==> config.mk <==
export PLATFORM = sky130hd
export DESIGN_NAME = mdx_drop_tap
export DESIGN_NICKNAME = d
export VERILOG_FILES = /design/src/rtl/mdx_tap_pkg.sv /design/src/rtl/mdx_head_decode.sv /design/src/rtl/mdx_steer_state.sv /design/src/rtl/mdx_out_stage.sv /design/src/rtl/mdx_drop_tap.sv
export SDC_FILE = /design/constraint.sdc
export NUM_CORES = 1
export LEC_CHECK = 0
export BUFFER_PORTS_ARGS = -buffer_cell sky130_fd_sc_hd__buf_2
export CAP_MARGIN = 20
export CELL_PAD_IN_SITES_DETAIL_PLACEMENT = 1
export CELL_PAD_IN_SITES_GLOBAL_PLACEMENT = 1
export CORE_AREA = 2 2 72 67
export DETAILED_ROUTE_END_ITERATION = 12
export DIE_AREA = 0 0 74 69
export GPL_TIMING_DRIVEN = 0
export PLACE_DENSITY = 0.81
export SETUP_SLACK_MARGIN = 0.4
export SYNTH_ARGS = -nofsm -noshare
export SYNTH_HDL_FRONTEND = slang
export SYNTH_SLANG_ARGS = --single-unit
==> constraint.sdc <==
create_clock -name clk -period 3.9 [get_ports clk]
set_clock_uncertainty 0.15 [all_clocks]
set_input_delay 0.585 -clock clk [delete_from_list [all_inputs] [get_ports clk]]
set_output_delay 0.585 -clock clk [all_outputs]
set_load 0.05 [all_outputs]
==> src/rtl/mdx_tap_pkg.sv <==
package mdx_tap_pkg;

  // Per-packet steering choice held by a tap.
  typedef enum logic [2:0] {
    RT_NONE  = 3'd0,  // no packet open, flit discarded
    RT_LOCAL = 3'd1,  // deliver to this node only
    RT_PASS  = 3'd2,  // repeat downstream only
    RT_BOTH  = 3'd3,  // broadcast: deliver and repeat
    RT_DROP  = 3'd4   // misrouted at channel end
  } route_e;

  // Decision taken from a head flit.
  function automatic route_e route_of(input logic hit, input logic bcast,
                                      input logic last_tap);
    route_e r;
    if (bcast)         r = last_tap ? RT_LOCAL : RT_BOTH;
    else if (hit)      r = RT_LOCAL;
    else if (last_tap) r = RT_DROP;
    else               r = RT_PASS;
    return r;
  endfunction

  function automatic logic route_local(input route_e r);
    return (r == RT_LOCAL) || (r == RT_BOTH);
  endfunction

  function automatic logic route_pass(input route_e r);
    return (r == RT_PASS) || (r == RT_BOTH);
  endfunction

endpackage

==> src/rtl/mdx_head_decode.sv <==
module mdx_head_decode
  import mdx_tap_pkg::*;
#(
  parameter int DATA_W   = 16,
  parameter int ADDR_W   = 3,
  parameter bit LAST_TAP = 1'b0
) (
  input  logic [DATA_W-1:0] flit_data,
  input  logic [ADDR_W-1:0] tap_addr,
  output logic              addr_hit,
  output logic              bcast_flag,
  output route_e            head_route
);

  localparam int BCAST_POS = ADDR_W;

  logic [ADDR_W-1:0] dest_field;

  always_comb begin
    dest_field = flit_data[ADDR_W-1:0];
    bcast_flag = flit_data[BCAST_POS];
    addr_hit   = (dest_field == tap_addr);
    head_route = route_of(addr_hit, bcast_flag, LAST_TAP);
  end

endmodule

==> src/rtl/mdx_steer_state.sv <==
module mdx_steer_state
  import mdx_tap_pkg::*;
(
  input  logic   clk,
  input  logic   rst_n,
  input  logic   flit_vld,
  input  logic   flit_head,
  input  logic   flit_tail,
  input  route_e head_route,
  output route_e cur_route,
  output logic   pkt_open
);

  route_e held_route;

  // Choice applied to the flit in this cycle.
  always_comb begin
    if (!flit_vld)      cur_route = RT_NONE;
    else if (flit_head) cur_route = head_route;
    else                cur_route = held_route;
  end

  always_ff @(posedge clk or negedge rst_n) begin
    if (!rst_n) begin
      held_route <= RT_NONE;
    end else if (flit_vld) begin
      if (flit_tail)      held_route <= RT_NONE;
      else if (flit_head) held_route <= head_route;
    end
  end

  assign pkt_open = (held_route != RT_NONE);

endmodule

==> src/rtl/mdx_out_stage.sv <==
module mdx_out_stage #(
  parameter int W = 18
) (
  input  logic         clk,
  input  logic         rst_n,
  input  logic         take,
  input  logic [W-1:0] in_word,
  output logic         out_vld,
  output logic [W-1:0] out_word
);

  // The word register loads only on a taken flit, so an idle output keeps
  // its last value and the wires beyond it do not toggle.
  always_ff @(posedge clk or negedge rst_n) begin
    if (!rst_n) begin
      out_vld  <= 1'b0;
      out_word <= '0;
    end else begin
      out_vld <= take;
      if (take) out_word <= in_word;
    end
  end

endmodule

==> src/rtl/mdx_drop_tap.sv <==
module mdx_drop_tap
  import mdx_tap_pkg::*;
#(
  parameter int NODE_CNT = 8,
  parameter int DATA_W   = 16,
  parameter bit LAST_TAP = 1'b0,
  localparam int ADDR_W  = (NODE_CNT > 1) ? $clog2(NODE_CNT) : 1
) (
  input  logic              clk,
  input  logic              rst_n,
  input  logic [ADDR_W-1:0] tap_addr,
  input  logic              up_vld,
  input  logic              up_head,
  input  logic              up_tail,
  input  logic [DATA_W-1:0] up_data,
  output logic              dn_vld,
  output logic              dn_head,
  output logic              dn_tail,
  output logic [DATA_W-1:0] dn_data,
  output logic              loc_vld,
  output logic              loc_head,
  output logic              loc_tail,
  output logic [DATA_W-1:0] loc_data,
  output logic              misroute_err
);

  localparam int WORD_W = DATA_W + 2;
  localparam int N_OUT  = 2;  // 0: downstream, 1: local

  // Named internal events, also watched by the checker.
  logic   head_hit;
  logic   head_bcast;
  route_e head_route;
  route_e cur_route;
  logic   pkt_open;
  logic   take_pass;
  logic   take_local;
  logic   take_drop;

  mdx_head_decode #(
    .DATA_W  (DATA_W),
    .ADDR_W  (ADDR_W),
    .LAST_TAP(LAST_TAP)
  ) u_decode (
    .flit_data (up_data),
    .tap_addr  (tap_addr),
    .addr_hit  (head_hit),
    .bcast_flag(head_bcast),
    .head_route(head_route)
  );

  mdx_steer_state u_state (
    .clk       (clk),
    .rst_n     (rst_n),
    .flit_vld  (up_vld),
    .flit_head (up_head),
    .flit_tail (up_tail),
    .head_route(head_route),
    .cur_route (cur_route),
    .pkt_open  (pkt_open)
  );

  assign take_pass  = route_pass(cur_route);
  assign take_local = route_local(cur_route);
  assign take_drop  = up_vld && up_head && (cur_route == RT_DROP);

  logic [WORD_W-1:0] in_word;
  logic [N_OUT-1:0]  take_vec;
  logic [N_OUT-1:0]  vld_vec;
  logic [WORD_W-1:0] word_vec [N_OUT];

  assign in_word  = {up_head, up_tail, up_data};
  assign take_vec = {take_local, take_pass};

  for (genvar g = 0; g < N_OUT; g++) begin : g_out
    mdx_out_stage #(.W(WORD_W)) u_stage (
      .clk     (clk),
      .rst_n   (rst_n),
      .take    (take_vec[g]),
      .in_word (in_word),
      .out_vld (vld_vec[g]),
      .out_word(word_vec[g])
    );
  end

  assign dn_vld                     = vld_vec[0];
  assign {dn_head, dn_tail, dn_data} = word_vec[0];
  assign loc_vld                    = vld_vec[1];
  assign {loc_head, loc_tail, loc_data} = word_vec[1];

  always_ff @(posedge clk or negedge rst_n) begin
    if (!rst_n) misroute_err <= 1'b0;
    else        misroute_err <= take_drop;
  end

endmodule

==> results_dict.tcl <==
set metrics [dict create \
    outcome "completed" \
    synth_area_um2 1788 \
    die-area_um2 5106 \
    cts-root-buf "clkbuf_8" \
    initial_core_util 0.4115 \
    cts.sinks 42 \
    num_rows 23 \
    cts_buffers 5 \
    report.final.slew_viol_count 0 \
    grt_pass1_vias 1353 \
    via_count 1170 \
    worst-r2r-cell-count 5 \
    port_buffers 60 \
    synth_cell_types 25 \
    synth.mux.area_fraction 0.2428 \
    synth_compound_area_frac 0.05668 \
    stdcell_count 245 \
    r2r_slack_ns 2.03 \
    drive_gt1_frac 0.6011 \
    core_um2 4345 \
    die_width_um 74 \
    ys_seq_area_frac 0.5878 \
    path_max_fanout 10 \
    synth_top_family_by_area "multiplexers" \
    dr.pass1.iters 3 \
    drc 0 \
    ctsHoldBuffers 0 \
    grt_pass1_wl_um 6755 \
    r2r-end "g_out[0].u_stage.out_word[16]" \
    mostFrequentLayoutCell "buf_2" \
    syn_inst 115 \
    grt.overflow.total 0 \
    avgRoutedWirePerCell_um 16.44 \
    antenna_found_initial 0 \
    synth-simple-area-share 0.05598 \
    multiInputGateArea_um2 688.2 \
    dp_cells 237 \
    seq_area_um2 1051 \
    period_needed_ns 1.977 \
    fmax_ghz 0.5057 \
    clk_latency_ns 0.29 \
    clk_pin_slew_ns 0.08 \
    fillers 449 \
    cellPowerDensity_nw_per_um2 625.7 \
    dp_hpwl_um 3085 \
    routed_wl_um 4029 \
    timing.rr.start "u_state.held_route[2]" \
    critPathLaunchType "input pin" \
    dieHeight_um 69 \
    synth_seq_cells 42 \
    ant_nets 0 \
    grt_max_degree 43 \
    setup_viol 0 \
    tritoncts "built" \
    antenna_cells 0 \
    ys_warn_count 0 \
    leakage_nw 1.104 \
    final_cell_mix "62 x buf_2, 42 x dfrtp_1, 17 x mux2_4, 15 x mux2_2, 7 x nand2_1" \
    synth_xor_area_frac 0.02729 \
    vdd_ir_drop_max_v 0.0002789 \
    first_iter_violations 40 \
    critPathKind "input pin to flip-flop" \
    cts_resized 0 \
    worst_slew_pin_slew_ns 0.9228 \
    hold_violations 0 \
    rsz0062_at_grt "false" \
    pin_count 63 \
    hold_class "input pin to async pin" \
    cts_max_level 2 \
    endpoint_kind "flip-flop" \
    nets 206 \
    cp.arrival_ns 2.01 \
    syn-num-nets 139 \
    required_ns 3.93 \
    vias_per_cell 4.776 \
    fin_tns_setup_ns 0 \
    postCtsSetupRepairBufs 0 \
    place.gp.congestion 0.7754 \
    slew_headroom 0.3848 \
    grt_util_all_layers 0.1717 \
    synthAdderAreaFrac 0 \
    clockBufferDepth 2 \
    area_growth_pct 25.96 \
    max_cap_violations 0 \
    min_period_over_period 0.5070 \
    syn_avg_cell_area_um2 15.55 \
]
==> flip-flops by register name (all words and copies together) (netlist names) <==
signal and cells:
u_state.held_route 3, misroute_err 1, g_out.u_stage.out_vld 2, g_out.u_stage.out_word 36
==> where the power goes <==
| part | internal (W) | switching, W |
|---|---|---|
| Sequential | 0.000519 | 0.0000452 |
| Clock | 0.000126 | 0.000149 |
| Combinational | 0.000164 | 0.000405 |
| Total | 0.000810 | 0.000599 |
==> final cells by class <==
class	count	area share
well taps	62	0.03444
inverters	2	0.003333
clock buffers	6	0.03222
clock inverters	2	0.006111
plain buffers	4	0.01833
flip-flops and latches	42	0.4667
multi-input cells	67	0.3056
repair buffers	60	0.1333
==> metal layers <==
metal	up-vias	wire length, um	global-route usage
met2	43	2055	0.2857
met4	0	34	0.04242
met5	-	0	0
li1	536	-	-
met3	3	307	0.06725
met1	588	1631	0.2059
==> worst max-delay path by stage <==
stage	startpoint	to	slack, ns	cells past startpoint
3_5_place_dp	up_data[2]	g_out[1].u_stage.out_word[12]	1.54	6
4_1_cts	up_data[2]	g_out[1].u_stage.out_word[12]	1.87	6
5_1_grt	up_data[2]	g_out[1].u_stage.out_word[12]	1.82	6
6_report	up_data[2]	g_out[1].u_stage.out_word[12]	1.92	6
2_1_floorplan	up_head	g_out[1].u_stage.out_word[10]	1.86	6
3_3_place_gp	up_data[1]	g_out[1].u_stage.out_word[12]	1.65	6
==> cells by family after synthesis <==
logic type      Yosys count
compound gates           13
simple gates             17
flops                    42
mux                      33
other cells               1
xor+xnor                  3
buf+inv                   6
==> cell usage after synthesis <==
cell type | number | area (um2)
nor2_1 | 3 | 11.26
dfrtp_1 | 42 | 1051
buf_12 | 1 | 20.02
xor2_2 | 3 | 48.80
nand3_1 | 1 | 5.000
mux2i_1 | 1 | 10.01
o31ai_1 | 2 | 15.01
buf_6 | 1 | 11.26
conb_1 | 1 | 3.750
nor4_4 | 1 | 21.27
a31oi_1 | 1 | 6.260
mux2_2 | 15 | 168.9
nor3_1 | 1 | 5.000
mux2_4 | 17 | 255.2
a21oi_4 | 2 | 32.53
nand2_1 | 7 | 26.28
nand2b_1 | 1 | 6.260
buf_2 | 2 | 10.01
inv_1 | 2 | 7.510
o21ai_1 | 2 | 10.01
o21ai_0 | 4 | 20.02
nor2b_1 | 1 | 6.260
o2bb2ai_1 | 2 | 17.52
nor4_2 | 1 | 12.51
and2_1 | 1 | 6.260
==> per-stage QoR <==
stage                     cell area, um2  power (W)  hold WS (ns)  setup WS (ns)    util
after detailed placement            2166   0.001149        0.3296          1.543  0.4984
after floorplan                     1788  0.0009998        0.1394          1.863       -
final                               2252   0.001409        0.2692          1.923  0.5183
after global placement              2166   0.001127        0.3150          1.652  0.4984
after global routing                2252   0.001475        0.3393          1.822  0.5183
after CTS                           2252   0.001429        0.3006          1.870  0.5183
==> worst max-delay path: stages <==
cell,delay [ns]
buf_2,0.13
xor2_2,0.30
nor4_2,0.11
a21oi_4,0.32
buf_6,0.24
mux2_4,0.32
Power figures use the tool's default switching activity.
